`config.mk`:
```
export PLATFORM = sky130hd
export DESIGN_NAME = boot_stream_gen
export DESIGN_NICKNAME = d
export VERILOG_FILES = /design/src/rtl/bsg_pkg.sv /design/src/rtl/bsg_busmon.sv /design/src/rtl/bsg_seq.sv /design/src/rtl/bsg_stretch.sv /design/src/rtl/boot_stream_gen.sv
export SDC_FILE = /design/constraint.sdc
export NUM_CORES = 1
export LEC_CHECK = 0
export BUFFER_PORTS_ARGS = -buffer_cell sky130_fd_sc_hd__buf_2
export CORE_MARGIN = 3
export CORE_UTILIZATION = 40
export CTS_CLUSTER_DIAMETER = 50
export DETAILED_ROUTE_END_ITERATION = 10
export PLACE_DENSITY = 0.58
export SLEW_MARGIN = 20
export SYNTH_ARGS = -nofsm -noshare
export SYNTH_HDL_FRONTEND = slang
export SYNTH_SLANG_ARGS = --single-unit
```
`constraint.sdc`:
```
create_clock -name clk -period 1.3 [get_ports clk]
set_input_delay 0 -clock clk [delete_from_list [all_inputs] [get_ports clk]]
set_output_delay 0 -clock clk [all_outputs]
set_load 0.05 [all_outputs]
```
`src/rtl/bsg_pkg.sv`:
```
package bsg_pkg;

  typedef enum logic [2:0] {
    PH_PRE,
    PH_LOOP,
    PH_TAIL,
    PH_EXIT,
    PH_HOLD
  } bsg_phase_e;

  localparam int PRE_LEN  = 6;
  localparam int TAIL_LEN = 3;
  localparam int EXIT_LEN = 2;

  localparam logic [7:0] OP_PREFIX = 8'hED;
  localparam logic [7:0] OP_COPY   = 8'hA0;

  // preamble: clear accumulator, select bank, load destination pointer
  function automatic logic [7:0] pre_byte(input logic [2:0] i);
    case (i)
      3'd0:    pre_byte = 8'hAF;
      3'd1:    pre_byte = 8'hD3;
      3'd2:    pre_byte = 8'hF0;
      3'd3:    pre_byte = 8'h11;
      3'd4:    pre_byte = 8'h02;
      default: pre_byte = 8'h00;
    endcase
  endfunction

  // jump back to zero
  function automatic logic [7:0] tail_byte(input logic [1:0] i);
    tail_byte = (i == 2'd0) ? 8'hC3 : 8'h00;
  endfunction

  // final I/O write that names the exit port
  function automatic logic [7:0] exit_byte(input logic i);
    exit_byte = i ? 8'hF8 : 8'hD3;
  endfunction

  // computed boot image content
  function automatic logic [7:0] img_byte(input logic [15:0] k);
    logic [15:0] t;
    t = k * 16'd37 + 16'd29;
    img_byte = t[7:0];
  endfunction

endpackage

```
`src/rtl/bsg_busmon.sv`:
```
module bsg_busmon #(
  parameter logic [7:0] EXIT_PORT = 8'hF8
) (
  input  logic       clk,
  input  logic       rst_n,
  input  logic       mem_rd,
  input  logic       io_wr,
  input  logic [7:0] io_port,
  output logic       boot_o,
  output logic       rd_start_o
);

  logic rd_q, rd_d;
  logic io_q, io_d;
  logic boot_q, boot_d;
  logic io_start;

  assign io_start   = io_wr & ~io_q;
  assign rd_start_o = mem_rd & ~rd_q;
  assign boot_o     = boot_q;

  always_comb begin
    rd_d   = mem_rd;
    io_d   = io_wr;
    boot_d = boot_q;
    if (io_start && (io_port == EXIT_PORT)) begin
      boot_d = 1'b0;
    end
  end

  always_ff @(posedge clk or negedge rst_n) begin
    if (!rst_n) begin
      rd_q   <= 1'b0;
      io_q   <= 1'b0;
      boot_q <= 1'b1;
    end else begin
      rd_q   <= rd_d;
      io_q   <= io_d;
      boot_q <= boot_d;
    end
  end

endmodule

```
`src/rtl/bsg_seq.sv`:
```
module bsg_seq
  import bsg_pkg::*;
#(
  parameter int IMG_LEN = 256
) (
  input  logic       clk,
  input  logic       rst_n,
  input  logic       step,
  input  logic       step_m1,
  output logic [7:0] byte_o,
  output logic       avail_o
);

  localparam int IDX_W = ($clog2(IMG_LEN) < 3) ? 3 : $clog2(IMG_LEN);
  localparam logic [IDX_W-1:0] IMG_LAST  = IDX_W'(IMG_LEN - 1);
  localparam logic [IDX_W-1:0] PRE_LAST  = IDX_W'(PRE_LEN - 1);
  localparam logic [IDX_W-1:0] TAIL_LAST = IDX_W'(TAIL_LEN - 1);
  localparam logic [IDX_W-1:0] EXIT_LAST = IDX_W'(EXIT_LEN - 1);
  localparam logic [IDX_W-1:0] ONE       = IDX_W'(1);

  bsg_phase_e       phase_q, phase_d;
  logic [IDX_W-1:0] idx_q, idx_d;
  logic             odd_q, odd_d;

  assign avail_o = (phase_q != PH_HOLD);

  always_comb begin
    case (phase_q)
      PH_PRE:  byte_o = pre_byte(idx_q[2:0]);
      PH_LOOP: byte_o = step_m1 ? (odd_q ? OP_COPY : OP_PREFIX)
                                : img_byte(16'(idx_q));
      PH_TAIL: byte_o = tail_byte(idx_q[1:0]);
      PH_EXIT: byte_o = exit_byte(idx_q[0]);
      default: byte_o = 8'h00;
    endcase
  end

  always_comb begin
    phase_d = phase_q;
    idx_d   = idx_q;
    odd_d   = odd_q;
    if (step) begin
      case (phase_q)
        PH_PRE: begin
          if (idx_q == PRE_LAST) begin
            phase_d = PH_LOOP;
            idx_d   = '0;
            odd_d   = 1'b0;
          end else begin
            idx_d = idx_q + ONE;
          end
        end
        PH_LOOP: begin
          if (step_m1) begin
            odd_d = ~odd_q;
          end else begin
            odd_d = 1'b0;
            if (idx_q == IMG_LAST) begin
              phase_d = PH_TAIL;
              idx_d   = '0;
            end else begin
              idx_d = idx_q + ONE;
            end
          end
        end
        PH_TAIL: begin
          if (idx_q == TAIL_LAST) begin
            phase_d = PH_EXIT;
            idx_d   = '0;
          end else begin
            idx_d = idx_q + ONE;
          end
        end
        PH_EXIT: begin
          if (idx_q == EXIT_LAST) begin
            phase_d = PH_HOLD;
            idx_d   = '0;
          end else begin
            idx_d = idx_q + ONE;
          end
        end
        default: ;
      endcase
    end
  end

  always_ff @(posedge clk or negedge rst_n) begin
    if (!rst_n) begin
      phase_q <= PH_PRE;
      idx_q   <= '0;
      odd_q   <= 1'b0;
    end else begin
      phase_q <= phase_d;
      idx_q   <= idx_d;
      odd_q   <= odd_d;
    end
  end

endmodule

```
`src/rtl/bsg_stretch.sv`:
```
module bsg_stretch #(
  parameter int WAIT_CYCLES = 8
) (
  input  logic clk,
  input  logic rst_n,
  input  logic load,
  output logic busy_o
);

  localparam int CNT_W = $clog2(WAIT_CYCLES + 1);
  localparam logic [CNT_W-1:0] CNT_LOAD = CNT_W'(WAIT_CYCLES);
  localparam logic [CNT_W-1:0] CNT_ONE  = CNT_W'(1);

  logic [CNT_W-1:0] cnt_q, cnt_d;

  assign busy_o = (cnt_q != '0);

  always_comb begin
    cnt_d = cnt_q;
    if (load) begin
      cnt_d = CNT_LOAD;
    end else if (cnt_q != '0) begin
      cnt_d = cnt_q - CNT_ONE;
    end
  end

  always_ff @(posedge clk or negedge rst_n) begin
    if (!rst_n) begin
      cnt_q <= '0;
    end else begin
      cnt_q <= cnt_d;
    end
  end

endmodule

```
`src/rtl/boot_stream_gen.sv`:
```
module boot_stream_gen #(
  parameter int         IMG_LEN     = 256,
  parameter int         WAIT_CYCLES = 8,
  parameter logic [7:0] EXIT_PORT   = 8'hF8,
  parameter int         RST_STAGES  = 2
) (
  input  logic       clk,
  input  logic       rst_n,
  input  logic       cpu_mem_rd,
  input  logic       cpu_m1,
  input  logic       cpu_io_wr,
  input  logic [7:0] cpu_port,
  output logic [7:0] boot_rdata,
  output logic       boot_rdata_en,
  output logic       boot_wait
);

  logic [RST_STAGES-1:0] rs_q;
  logic                  rst_n_s;

  always_ff @(posedge clk or negedge rst_n) begin
    if (!rst_n) begin
      rs_q <= '0;
    end else begin
      rs_q <= {rs_q[RST_STAGES-2:0], 1'b1};
    end
  end

  assign rst_n_s = rs_q[RST_STAGES-1];

  logic       boot_act;
  logic       rd_start;
  logic       seq_avail;
  logic [7:0] seq_byte;
  logic       serve_start;

  bsg_busmon #(.EXIT_PORT(EXIT_PORT)) u_busmon (
    .clk        (clk),
    .rst_n      (rst_n_s),
    .mem_rd     (cpu_mem_rd),
    .io_wr      (cpu_io_wr),
    .io_port    (cpu_port),
    .boot_o     (boot_act),
    .rd_start_o (rd_start)
  );

  assign serve_start = rd_start & boot_act & seq_avail;

  bsg_seq #(.IMG_LEN(IMG_LEN)) u_seq (
    .clk     (clk),
    .rst_n   (rst_n_s),
    .step    (serve_start),
    .step_m1 (cpu_m1),
    .byte_o  (seq_byte),
    .avail_o (seq_avail)
  );

  bsg_stretch #(.WAIT_CYCLES(WAIT_CYCLES)) u_stretch (
    .clk    (clk),
    .rst_n  (rst_n_s),
    .load   (serve_start),
    .busy_o (boot_wait)
  );

  logic [7:0] data_q, data_d;
  logic       serve_q, serve_d;

  always_comb begin
    data_d  = data_q;
    serve_d = serve_q & cpu_mem_rd;
    if (serve_start) begin
      data_d  = seq_byte;
      serve_d = 1'b1;
    end
  end

  always_ff @(posedge clk or negedge rst_n_s) begin
    if (!rst_n_s) begin
      data_q  <= 8'h00;
      serve_q <= 1'b0;
    end else begin
      data_q  <= data_d;
      serve_q <= serve_d;
    end
  end

  assign boot_rdata    = data_q;
  assign boot_rdata_en = serve_q & cpu_mem_rd;

endmodule

```
After elaboration in Yosys (flattened, before gate mapping). Index checks and enable logic that the tools add are counted.

Memory bits (read-only): 0. Memories: 0. Latch bits: 0. Input bits: 13. Memory bits (writable): 0. Register bits: 30.

Div/mod/pow operators: 0. Eq/ne operators: 18. Shift-type cells: 0. Bitwise gates (word level): 8. $lt $le $gt $ge: 0. $mul: 1. Multiplexer cells: 24. Reduce and logical (&&, ||, !) cells: 11. $add $sub $neg: 3.

Operators with widths (count): case mux 8 bit (4 select lines) (2); two-way mux 8 bit (7); case mux 8 bit (5 select lines) (1); == test 8 bit (second input constant) (2); two-way mux 3 bit (5); == test 3 x 2 -> 1 bit (second input constant) (4); case mux 3 bit (4 select lines) (1); adder 8 x 1 -> 8 bit (second input constant) (1); adder 8 x 5 -> 8 bit (second input constant) (1); == test 8 x 1 -> 1 bit (second input constant) (1); == test 8 x 2 -> 1 bit (second input constant) (1); == test 8 x 3 -> 1 bit (second input constant) (1); multiplier 8 x 6 -> 8 bit (second input constant) (1); two-way mux 4 bit (2); inequality test 2 x 1 -> 1 bit (second input constant) (4); nonzero test 4 bit (2); two-way mux 7 bit (1); AND reduction 7 bit (1); == test 3 x 1 -> 1 bit (second input constant) (2); logical NOT 3 bit (2); two-way mux 6 bit (1); AND reduction 3 bit (2); bitwise AND 1 bit (5); nonzero test 2 bit (2); other kinds (9) (13).

Depth between registers and ports, before layout. Gate-level depths: netlist of the first run.

Word-level depth: 5. Depth in mapped cells: 11. Gate-level depth less buffers: 11.

Hierarchy. Synthesis of the first run repeated with hierarchy kept, for this count alone.

Cell total of the unflattened synthesis: 238. Area, all modules: 2272.2 sq um.

By module, submodules not included: bsg_seq (area an instance 1536.5 sq um, cells an instance 186, instances 1); boot_stream_gen (area an instance 404.1 sq um, cells an instance 24, instances 1); bsg_stretch (area an instance 217.7 sq um, cells an instance 20, instances 1); bsg_busmon (area an instance 113.9 sq um, cells an instance 8, instances 1).

Least setup slack after synthesis of the first run. Ideal clock, no wire load.

Kind: reg2reg. Start point: reg u_seq.idx_q[4]. End point: reg data_q[7] (netlist: boot_rdata[7]). Setup slack: -1.536 ns. Arrival: 2.749 ns. Library setup time: 0.087 ns. Clock period less this slack: 2.836 ns. Required time: 1.213 ns. Cell stages (with the launch flop): 12. Path through: dfrtp_1 > ha_1 > ha_1 > inv_1 > fa_1 > inv_1 > ha_1 > ha_1 > nor2_1 > a21oi_1 > or3_1 > o211ai_1.

Word-level cells in the longest chain between the ends: 4.

Ends and longest elaborated chain: from (decl) (RTL line bsg_seq.sv:22) `logic [IDX_W-1:0] idx_q, idx_d;`; from (signal assigned) (RTL line bsg_seq.sv:94) `idx_q <= idx_d;`; multiplier 8 x 6 -> 8 bit (RTL line bsg_pkg.sv:43) `t = k * 16'd37 + 16'd29;`; adder 8 x 5 -> 8 bit (RTL line bsg_pkg.sv:43); two-way mux 8 bit (RTL line bsg_seq.sv:30) `PH_LOOP: byte_o = step_m1 ? (odd_q ? OP_COPY : OP_PREFIX)`; case mux 8 bit (4 select lines) (RTL line bsg_seq.sv:28) `case (phase_q)`; to (signal assigned) (RTL line boot_stream_gen.sv:82) `data_q <= data_d;`; to (decl) (RTL line boot_stream_gen.sv:65) `logic [7:0] data_q, data_d;`.

Every way passes these cells. A chain may end at the register's enable or synchronous reset.

Worst setup path after layout of the first run.
Start point: reg u_seq.idx_q[6]. End point: reg data_q[7] (netlist: boot_rdata[7]).

Same word-level chain as after synthesis.

==> results of run 1 <==
worst max-delay path: cells and delay by family (launching register included):
family,cells,cell delay [ns]
compound gates,2,0.15
fa+ha+maj,5,1.46
buf+inv,2,0.08
flops,1,0.41
simple gates,2,0.44
cells by family (layout without fill, tap and decap cells):
kind of cell,count (synthesis),count (layout),share of synthesized area
multiplexers,2,2,0.0104
XOR/XNOR,13,13,0.0526
flip-flops,30,30,0.347
adder cells (fa/ha/maj),24,24,0.146
AND/OR/NAND/NOR,65,65,0.161
AO/OA/AOI/OAI,68,68,0.224
other,1,1,0.00173
buffers and inverters,27,125,0.0572
repair_timing:
action,4_1_cts,5_1_grt
gates resized for setup,31,28
endpoints found under the setup margin,26,26
buffers inserted,7,13
hold endpoints to repair,4,0
hold buffers,3,0
pin swaps,20,25
report_power, final:
part / switching (mW) / internal, mW / leakage (nW) / total (mW)
clock: 0.380 / 0.564 / 0.0579 / 0.944
sequential: 0.00268 / 0.939 / 0.381 / 0.942
combinational: 0.0346 / 0.0266 / 1.09 / 0.0612
final cells by class:
| cell class | count | area (um2) |
|---|---|---|
| clock buffer | 5 | 68.8 |
| sequential | 30 | 759 |
| timing repair buffer | 102 | 846 |
| clock inverter | 3 | 40.0 |
| fill | 365 | 1540 |
| inverter | 15 | 68.8 |
| tap | 70 | 87.6 |
| multi-input combinational | 173 | 1760 |
cells in the mapped netlist, drive strengths merged (2+ instances only):
library cell	n
nor3	4
o31ai	6
xnor2	8
clkbuf	3
or3	3
buf	9
or4	2
dfrtp	29
nand4	2
nand2	17
a211oi	3
nand4bb	2
a21o	3
o41ai	2
o21ai	14
a22o	3
a21oi	10
nand3b	4
o22ai	3
nand2b	2
a311o	2
nor2	19
ha	22
nor4	2
a31oi	4
o21bai	2
o32ai	2
mux2	2
nand3	3
xor2	5
inv	15
fa	2
a21boi	2
a211o	3
worst paths after layout:
path                                     start         endpoint
worst max-delay path            u_seq.idx_q[6]    boot_rdata[7]
worst min-delay path                     rst_n          rs_q[1]
worst max register to register  u_seq.idx_q[6]    boot_rdata[7]
worst min register to register         rs_q[1]   u_seq.idx_q[6]
max in group asynchronous              rs_q[1]  u_busmon.boot_o
min in group clk                   cpu_port[2]  u_busmon.boot_o
per-stage QoR:
| stage | instances | hold WS [ns] | TNS (ns) | setup slack (ns) |
|---|---|---|---|---|
| 6_report | 398 | 0.0278 | -13.59 | -1.32 |
| 5_1_grt | 398 | 0.0204 | -15.08 | -1.43 |
| 4_1_cts | 388 | 0.0146 | -13.54 | -1.31 |
| 3_5_place_dp | 372 | -0.214 | -13.42 | -1.29 |
| 3_3_place_gp | 372 | -0.215 | -13.21 | -1.24 |
| 2_1_floorplan | 230 | -0.296 | -9.25 | -1.24 |
routing by layer:
layer / vias up / wire [um] / global-route usage
li1: 1040 / - / -
met1: 976 / 2930 / 0.285
met2: 64 / 3100 / 0.336
met3: 9 / 288 / 0.0361
met4: 0 / 79 / 0.0619
met5: - / 0 / 0
flip-flops by register name, summed over array words and instances (netlist names):
signal / flops
boot_rdata: 8
u_busmon.rd_q: 1
u_seq.odd_q: 1
u_busmon.io_q: 1
u_seq.phase_q: 3
u_stretch.cnt_q: 4
serve_q: 1
rs_q: 2
u_seq.idx_q: 8
u_busmon.boot_o: 1
==> summary.md, run 1 <==
| Metric | Value |
|---|---|
| Outcome | `finished with violations` |
| Failing checks | `setup timing` |
| Cell Area, Synth | `2160 um2` |
| Final Critical Period | `2.62 ns` |
| Root buf cell | `clkbuf_8` |
| Syn Nets | `267` |
| Fmax | `382 MHz` |
| Final Cycle Share | `2.01` |
| Drt drc | `0` |
| Max clock buf depth | `2` |
| R2r setup slk | `-1.32 ns` |
| Drt via density | `5.25` |
| CP endpoint kind | `flop` |
| RSZ-0062 raised after global routing | `yes` |
| # clock sinks | `30` |
| Overflow after GRT | `0` |
| Synth cell types | `56` |
| Main flop type after synthesis | `dfrtp_1` |
| CP max stage delay | `0.49 ns` |
| Max IR drop VDD | `520 uV` |
| Total wire length | `6400 um` |
| Dpl hpwl | `4610 um` |
| Initial antenna violation count | `0` |
| Clk slew on worst S/H paths | `0.07 ns` |
| Global placement routability congestion | `0.897` |
| Max Slew Vio Count | `0` |
| Asr flop ratio synth | `1.00` |
| Syn Inst Count | `230` |
| MaxCap Viol Count | `0` |
| Avg Cell Area, Syn | `9.41 um2` |
| Synth area leaders | `dfrtp_1 (34%), ha_1 (13%), xnor2_1 (3.2%), nor2_1 (3.1%), nand2_1 (2.9%)` |
| I/O pins | `23` |
| Final net count | `364` |
| Core area | `5170 um2` |
| Endpoints failing setup | `23` |
| Die width | `79.6 um` |
| Via count | `2089` |
| Worst Path Arrival | `2.82 ns` |
| Die area | `6330 um2` |
| Startpoint Class | `flop` |
| Area leader, netlist | `dfrtp_1` |
| Die Y | `79.6 um` |
| Most used cell, CP | `ha_4` |
| Latest clock arrival within the worst-skew pair | `0.29 ns` |
| Power per Cell Area | `536 nW/um2` |
| Leak | `1.53 nW` |
| Port Buf Inserts | `22` |
| All-Layer GR Usage | `0.208` |
| CP max FO | `2` |
| Yosys reg bits | `30` |
| # diodes | `0` |
| Placed inst area | `3120 um2` |
| Worst Setup Path Type | `reg2reg` |
| Post-synth EDFFs | `0` |
| Critical Path RT | `1.50 ns` |
| Synth top area share | `0.335` |
| Area added between synthesis and finish | `67.8%` |
| CTS tree | `yes` |
| Pre-antenna DRT Iters | `4` |
| Commonest cells after routing, fill and taps aside | `buf_4 (52), dfrtp_1 (23), buf_2 (22)` |
| Min-delay worst type | `in2async` |
| Initial core utilization | `0.418` |
| Final core occ | `0.702` |
| Drt initial violations | `109` |
| Share of cells above drive strength 1 | `0.549` |
| Final hold viol count | `0` |
| R2R cell count | `11` |
| FP Rows | `26` |
| Cell area after layout | `3630 um2` |
| Setup Skew | `0.00803 ns` |
| Worst path slowest cell | `fa_1` |
| Overall power | `1.95 mW` |
| Setup WS post-layout | `-1.32 ns` |
| Largest net degree at the start of global routing | `29` |
| First-pass GRT wire length | `10100 um` |
| Vias in the first global route | `2056` |
| Wire per inst | `16.1 um` |
| YS warnings | `0` |
| Most common cell after layout, fill and taps aside | `buf_4` |
| Num CTS Buffers | `5` |
| Post-route ant nets | `0` |
| CP cell instances | `ha_4, ha_4, inv_2, fa_1, inv_2, ha_4, ha_4, nor2_4, a21oi_1, or3_1, o211ai_1` |
| H-tree levels | `2` |
| Sequential area share after synthesis | `0.347` |
Note: power is estimated with default switching activity, not from simulation.
==> run 2: changes to the inputs <==
Settings changed: ABC_AREA set to 1.
==> run 2 against run 1 <==
The flow still finishes with violations (setup timing). Clock power shrank 18%. Critical path depth up 4. Area after synthesis up 4.0%. Register-to-register slack worse by 0.06 ns. Total power fell by 7.9%. Critical path type unchanged. Largest cell class unchanged.
==> summary.md, run 2 <==
| Metric | Value |
|---|---|
| Wire per inst | `13.4 um (-17%)` |
| H-tree levels | `2 (unchanged)` |
| Cell Area, Synth | `2250 um2 (+4.0%)` |
| Worst Path Arrival | `2.85 ns (+0.03 ns)` |
| Total wire length | `6350 um (-0.73%)` |
| # clock sinks | `30 (unchanged)` |
| Max clock buf depth | `2 (unchanged)` |
| Post-synth EDFFs | `0 (unchanged)` |
| Commonest cells after routing, fill and taps aside | `nand2_1 (73), buf_4 (53), inv_1 (34)` |
| Placed inst area | `3090 um2 (-1.1%)` |
| Synth cell types | `31 (-45%)` |
| Largest net degree at the start of global routing | `20 (-31%)` |
| Count leader, synth | `nand2_1` |
| Via count | `2308 (+10%)` |
| Min-delay worst type | `in2async` |
| Area added between synthesis and finish | `60.7%` |
| Critical path's top delay family | `adder cells` |
| Max Slew Vio Count | `0 (unchanged)` |
| Die Y | `81.0 um (+1.8%)` |
| Fill cell count | `443 (+21%)` |
| Area leader, netlist | `dfrtp_1` |
| Cell area after layout | `3620 um2 (-0.41%)` |
| Worst Setup Path Type | `reg2reg` |
| Yosys reg bits | `30 (unchanged)` |
| Final hold viol count | `0 (unchanged)` |
| CP max stage delay | `0.49 ns (about the same)` |
| First-pass GRT wire length | `9940 um (-1.6%)` |
| Die area | `6560 um2 (+3.7%)` |
| Drt initial violations | `122 (+12%)` |
| Most common cell after layout, fill and taps aside | `nand2_1` |
| Pre-antenna DRT Iters | `4 (unchanged)` |
| Dpl hpwl | `4660 um (+1.1%)` |
| Initial antenna violation count | `0 (unchanged)` |
| Post-route ant nets | `0 (unchanged)` |
| Setup TNS | `-13.99 ns (-0.395 ns)` |
| Failing checks | `setup timing` |
| Share of cells above drive strength 1 | `0.469 (-0.0796)` |
| Latest clock arrival within the worst-skew pair | `0.28 ns (about the same)` |
| MaxCap Viol Count | `0 (unchanged)` |
| Max IR drop VDD | `538 uV (+3.4%)` |
| Outcome | `finished with violations` |
| Overflow after GRT | `0 (unchanged)` |
| CP cell instances | `ha_4, ha_4, inv_2, fa_1, inv_2, ha_4, ha_4, buf_4, buf_6, nand3_2, nand2_1, o21ai_1, nand2_1, nand2_1, nand2_1` |
| Commonest cells in the netlist | `nand2_1 (83), inv_1 (46), nand3_1 (31), dfrtp_1 (29), ha_1 (22)` |
| FP Rows | `26 (unchanged)` |
| Setup Skew | `0.00785 ns (-0.000172 ns)` |
| CTS tree | `yes` |
| # diodes | `0 (unchanged)` |
| Drt drc | `0 (unchanged)` |
| Root buf cell | `clkbuf_8` |
| Startpoint Class | `flop` |
| Final Critical Period | `2.68 ns (+0.0636 ns)` |
| Port Buf Inserts | `22 (unchanged)` |
| I/O pins | `23 (unchanged)` |
| Num CTS Buffers | `5 (unchanged)` |
| All-Layer GR Usage | `0.194 (-0.0140)` |
| Worst path slowest cell | `fa_1` |
| Clk slew on worst S/H paths | `0.07 ns (about the same)` |
| DP Worst Slack | `-1.35 ns (-0.0603 ns)` |
| Final net count | `441 (+21%)` |
| Sequential area share after synthesis | `0.334 (-0.0133)` |
| CP bufs+invs | `4 (+2)` |
| YS warnings | `0 (unchanged)` |
| Initial core utilization | `0.427 (+0.00863)` |
| Avg Cell Area, Syn | `7.43 um2 (-21%)` |
| Critical Path RT | `1.47 ns (-0.03 ns)` |
| Synth top area share | `0.322 (-0.0129)` |
| RSZ-0062 raised after global routing | `yes` |
| Global placement routability congestion | `0.817 (-8.9%)` |
| Hold Worst Slack | `0.0262 ns (-0.00152 ns)` |
| Vias in the first global route | `2217 (+7.8%)` |
| Endpoints failing setup | `25 (+8.7%)` |
| Core area | `5270 um2 (+1.9%)` |
| Setup WS post-layout | `-1.38 ns (-0.0636 ns)` |
| CP max FO | `3 (+1)` |
| Main flop type after synthesis | `dfrtp_1` |
| CP endpoint kind | `flop` |
| Fmax | `373 MHz (-2.4%)` |
| Synth area leaders | `dfrtp_1 (32%), nand2_1 (14%), ha_1 (12%), inv_1 (7.7%), nand3_1 (6.9%)` |
| Final Cycle Share | `2.06 (+0.0489)` |
| Final core occ | `0.686 (-0.0159)` |
| Power per Cell Area | `496 nW/um2 (-7.5%)` |
| Leak | `1.85 nW (+21%)` |
| Asr flop ratio synth | `1.00 (unchanged)` |
| Drt via density | `4.86 (-7.4%)` |
| Syn Nets | `340 (+27%)` |
| Die width | `81.0 um (+1.8%)` |
| Syn Inst Count | `303 (+32%)` |
## run 2: kinds of logic after synthesis
group,Yosys count,synth area share
buf+inv,54,0.0923
simple gates,152,0.314
compound gates,34,0.0867
flops,30,0.334
other cells,1,0.00167
fa+ha+maj,24,0.140
xor+xnor,8,0.0311
## run 2: repair_timing
item | 4_1_cts | 5_1_grt
pin swaps | 21 | 19
setup endpoints to repair | 26 | 24
hold buffers | 3 | 0
setup buffers | 9 | 16
hold endpoints to repair | 6 | 0
gates resized for setup | 50 | 34
## run 2: path summary, 6_finish.rpt
path                                start               to  slack (ns)  depth (start not counted)
hold / removal                      rst_n          rs_q[1]        0.03                          2
setup reg to reg           u_seq.idx_q[6]    boot_rdata[6]       -1.38                         15
setup / recovery           u_seq.idx_q[6]    boot_rdata[6]       -1.38                         15
hold reg to reg                   rs_q[1]      u_seq.odd_q        0.16                          1
min in group clk              cpu_port[1]  u_busmon.boot_o        0.03                          3
max in group asynchronous         rs_q[1]  u_busmon.boot_o        0.81                          1
## run 2: worst register-to-register path, stage by stage, from the launching register on
cell and delay, ns:
dfrtp_2 0.43, ha_4 0.25, ha_4 0.25, inv_2 0.03, fa_1 0.49, inv_2 0.05, ha_4 0.26, ha_4 0.20
buf_4 0.13, buf_6 0.11, nand3_2 0.06, nand2_1 0.05, o21ai_1 0.12, nand2_1 0.06, nand2_1 0.05, nand2_1 0.04
## run 2: area by class of cell
class                      instances  area (um2)  area share
tap                               70        87.6      0.0242
clock inverter                     1        5.00     0.00138
timing repair buffer              96         756       0.209
inverter                          52         215      0.0595
sequential                        30         758       0.210
multi-input combinational        219        1710       0.473
clock buffer                       7        86.3      0.0239
## run 2: layer usage
layer,wire length [um],part of all wire,track usage,up-vias
met2,3360,0.53,0.358,33
li1,-,-,-,1190
met1,2780,0.44,0.244,1079
met5,0,0,0,-
met3,177,0.028,0.0211,6
met4,46,0.0072,0.0405,0
## run 2: metrics by stage
stage                     cells  total power, mW
after floorplan             303            0.988
after global placement      446             1.02
after detailed placement    446             1.03
after CTS                   466             1.82
after global routing        475             1.85
final                       475             1.79
## run 2: report_power, final
part / switching [mW] / internal (mW)
Clock: 0.347 / 0.427
Combinational: 0.0393 / 0.0354
Sequential: 0.00348 / 0.942
==> run 3: changes to the inputs <==
Settings changed: SETUP_SLACK_MARGIN set to 0.05.
==> run 3 against run 2 <==
The run still ends with setup timing left. Clock skew shrank 0.0017 ns. Cell count up 1.1%. Combinational power rose by 3.1%. Die area unchanged. Fmax shrank 0.57%. Sequential power hardly changed. Hold slack got worse by 0.013 ns. Flip-flop and latch count did not move. Critical endpoint unchanged. Largest cell class unchanged.
==> summary.md, run 3 (synthesis gave the netlist of run 2 again) <==
| Metric | Value |
|---|---|
| Dpl hpwl | `4830 um (+3.5%)` |
| Failing checks | `setup timing` |
| Total wire length | `6620 um (+4.1%)` |
| Die width | `81.0 um (unchanged)` |
| Leak | `1.88 nW (+1.7%)` |
| Final core occ | `0.698 (+0.0112)` |
| H-tree levels | `2 (unchanged)` |
| Port Buf Inserts | `22 (unchanged)` |
| CTS tree | `yes` |
| Final Cycle Share | `2.07 (+0.0118)` |
| Final net count | `446 (+1.1%)` |
| I/O pins | `23 (unchanged)` |
| Startpoint Class | `flop` |
| Vias in the first global route | `2380 (+7.4%)` |
| R2R cell count | `15 (unchanged)` |
| Fill cell count | `443 (unchanged)` |
| All-Layer GR Usage | `0.216 (+0.0216)` |
| Share of cells above drive strength 1 | `0.490 (+0.0211)` |
| Worst R2R Start | `u_seq.idx_q[6]` |
| DP Worst Slack | `-1.39 ns (-0.0388 ns)` |
| Commonest cells after routing, fill and taps aside | `nand2_1 (71), buf_4 (58), inv_1 (33)` |
| Reg-to-reg critical path endpoint | `boot_rdata[6]` |
| Num CTS Buffers | `5 (unchanged)` |
| Die area | `6560 um2 (unchanged)` |
| Max IR drop VDD | `567 uV (+5.5%)` |
| Initial antenna violation count | `0 (unchanged)` |
| Initial core utilization | `0.427 (unchanged)` |
| Via count | `2387 (+3.4%)` |
| Die Y | `81.0 um (unchanged)` |
| Endpoints failing setup | `23 (-8.0%)` |
| Global placement routability congestion | `0.871 (+6.5%)` |
| Critical Path RT | `1.48 ns (about the same)` |
| CP Capture Point | `boot_rdata[6]` |
| Post-route ant nets | `0 (unchanged)` |
| MaxCap Viol Count | `0 (unchanged)` |
| Wire per inst | `13.8 um (+3.0%)` |
| Setup Skew | `0.00620 ns (-0.00165 ns)` |
| Core area | `5270 um2 (unchanged)` |
| Latest clock arrival within the worst-skew pair | `0.28 ns (about the same)` |
| Overall power | `1.83 mW (+1.8%)` |
| Final hold viol count | `0 (unchanged)` |
| Area added between synthesis and finish | `63.3%` |
| Overflow after GRT | `0 (unchanged)` |
| Root buf cell | `clkbuf_8` |
| FP Rows | `26 (unchanged)` |
| CP endpoint kind | `flop` |
| CP max FO | `3 (unchanged)` |
| Drt initial violations | `137 (+12%)` |
| Outcome | `finished with violations` |
| Final Critical Period | `2.70 ns (+0.0153 ns)` |
| Fmax | `371 MHz (-0.57%)` |
| Setup crit start | `u_seq.idx_q[6]` |
| Max clock buf depth | `2 (unchanged)` |
| First-pass GRT wire length | `10900 um (+9.6%)` |
| Power per Cell Area | `497 nW/um2 (+0.21%)` |
| Worst Path Arrival | `2.87 ns (+0.02 ns)` |
| Most common cell after layout, fill and taps aside | `nand2_1` |
| Pre-antenna DRT Iters | `4 (unchanged)` |
| Max Slew Vio Count | `0 (unchanged)` |
| Largest net degree at the start of global routing | `20 (unchanged)` |
| Drt drc | `0 (unchanged)` |
| Worst Setup Path Type | `reg2reg` |
| RSZ-0062 raised after global routing | `yes` |
| Setup WS post-layout | `-1.40 ns (-0.0153 ns)` |
| Min-delay worst type | `in2reg` |
| Setup TNS | `-13.35 ns (+0.636 ns)` |
| R2r setup slk | `-1.40 ns (-0.02 ns)` |
| Drt via density | `4.97 (+2.3%)` |
| # diodes | `0 (unchanged)` |
| Clk slew on worst S/H paths | `0.07 ns (about the same)` |
| # clock sinks | `30 (unchanged)` |
-- run 3: metrics by stage --
| step | hold WS [ns] | instances | instance area, um2 |
|---|---|---|---|
| 3_5_place_dp | -0.213 | 451 | 3120 |
| 5_1_grt | 0.0423 | 480 | 3680 |
| 4_1_cts | 0.00361 | 472 | 3520 |
| 6_report | 0.0127 | 480 | 3680 |
| 3_3_place_gp | -0.215 | 451 | 3120 |
| 2_1_floorplan | -0.296 | 303 | 2500 |
-- run 3: worst max-delay path: stages (launching register included) --
cell and delay, ns:
dfrtp_2 0.43, ha_4 0.25, ha_4 0.25, inv_2 0.03, fa_1 0.49, inv_2 0.05
ha_4 0.26, ha_4 0.20, buf_4 0.13, buf_6 0.10, nand3_2 0.05, nand2_1 0.05
o21ai_1 0.13, nand2_1 0.07, nand2_1 0.06, nand2_1 0.05
-- run 3: metal layers --
metal	GRT usage	vias up	wire, um
met5	0	-	0
met4	0.0659	0	93
met3	0.0410	10	240
met2	0.392	52	3480
met1	0.256	1131	2800
li1	-	1194	-
-- run 3: what timing repair did --
action	CTS	global route
hold buffers	3	0
gates resized for setup	57	27
pin swaps	28	32
buffers inserted	10	9
endpoints found under the hold margin	6	0
endpoints found under the setup margin	26	26
-- run 3: layout make-up --
type | instances | area, um2 | share of cell area
flip-flops and latches | 30 | 758 | 0.206
repair buffers | 101 | 792 | 0.215
multi-input cells | 219 | 1730 | 0.470
clock buffers | 6 | 82.6 | 0.0225
clock inverters | 2 | 12.5 | 0.00340
well taps | 70 | 87.6 | 0.0238
inverters | 52 | 215 | 0.0585
-- run 3: power breakdown --
group          internal [mW]  switching (mW)  total (mW)
sequential             0.942         0.00343       0.945
clock                  0.425           0.380       0.805
combinational         0.0373          0.0397      0.0770
-- run 3: worst min-delay path by stage --
stage	start	depth (start not counted)	endpoint
3_3_place_gp	rst_n	1	rs_q[1]
5_1_grt	rst_n	2	rs_q[0]
4_1_cts	cpu_port[1]	3	u_busmon.boot_o
6_report	cpu_port[1]	3	u_busmon.boot_o
3_5_place_dp	rst_n	1	rs_q[1]
2_1_floorplan	rst_n	0	rs_q[0]
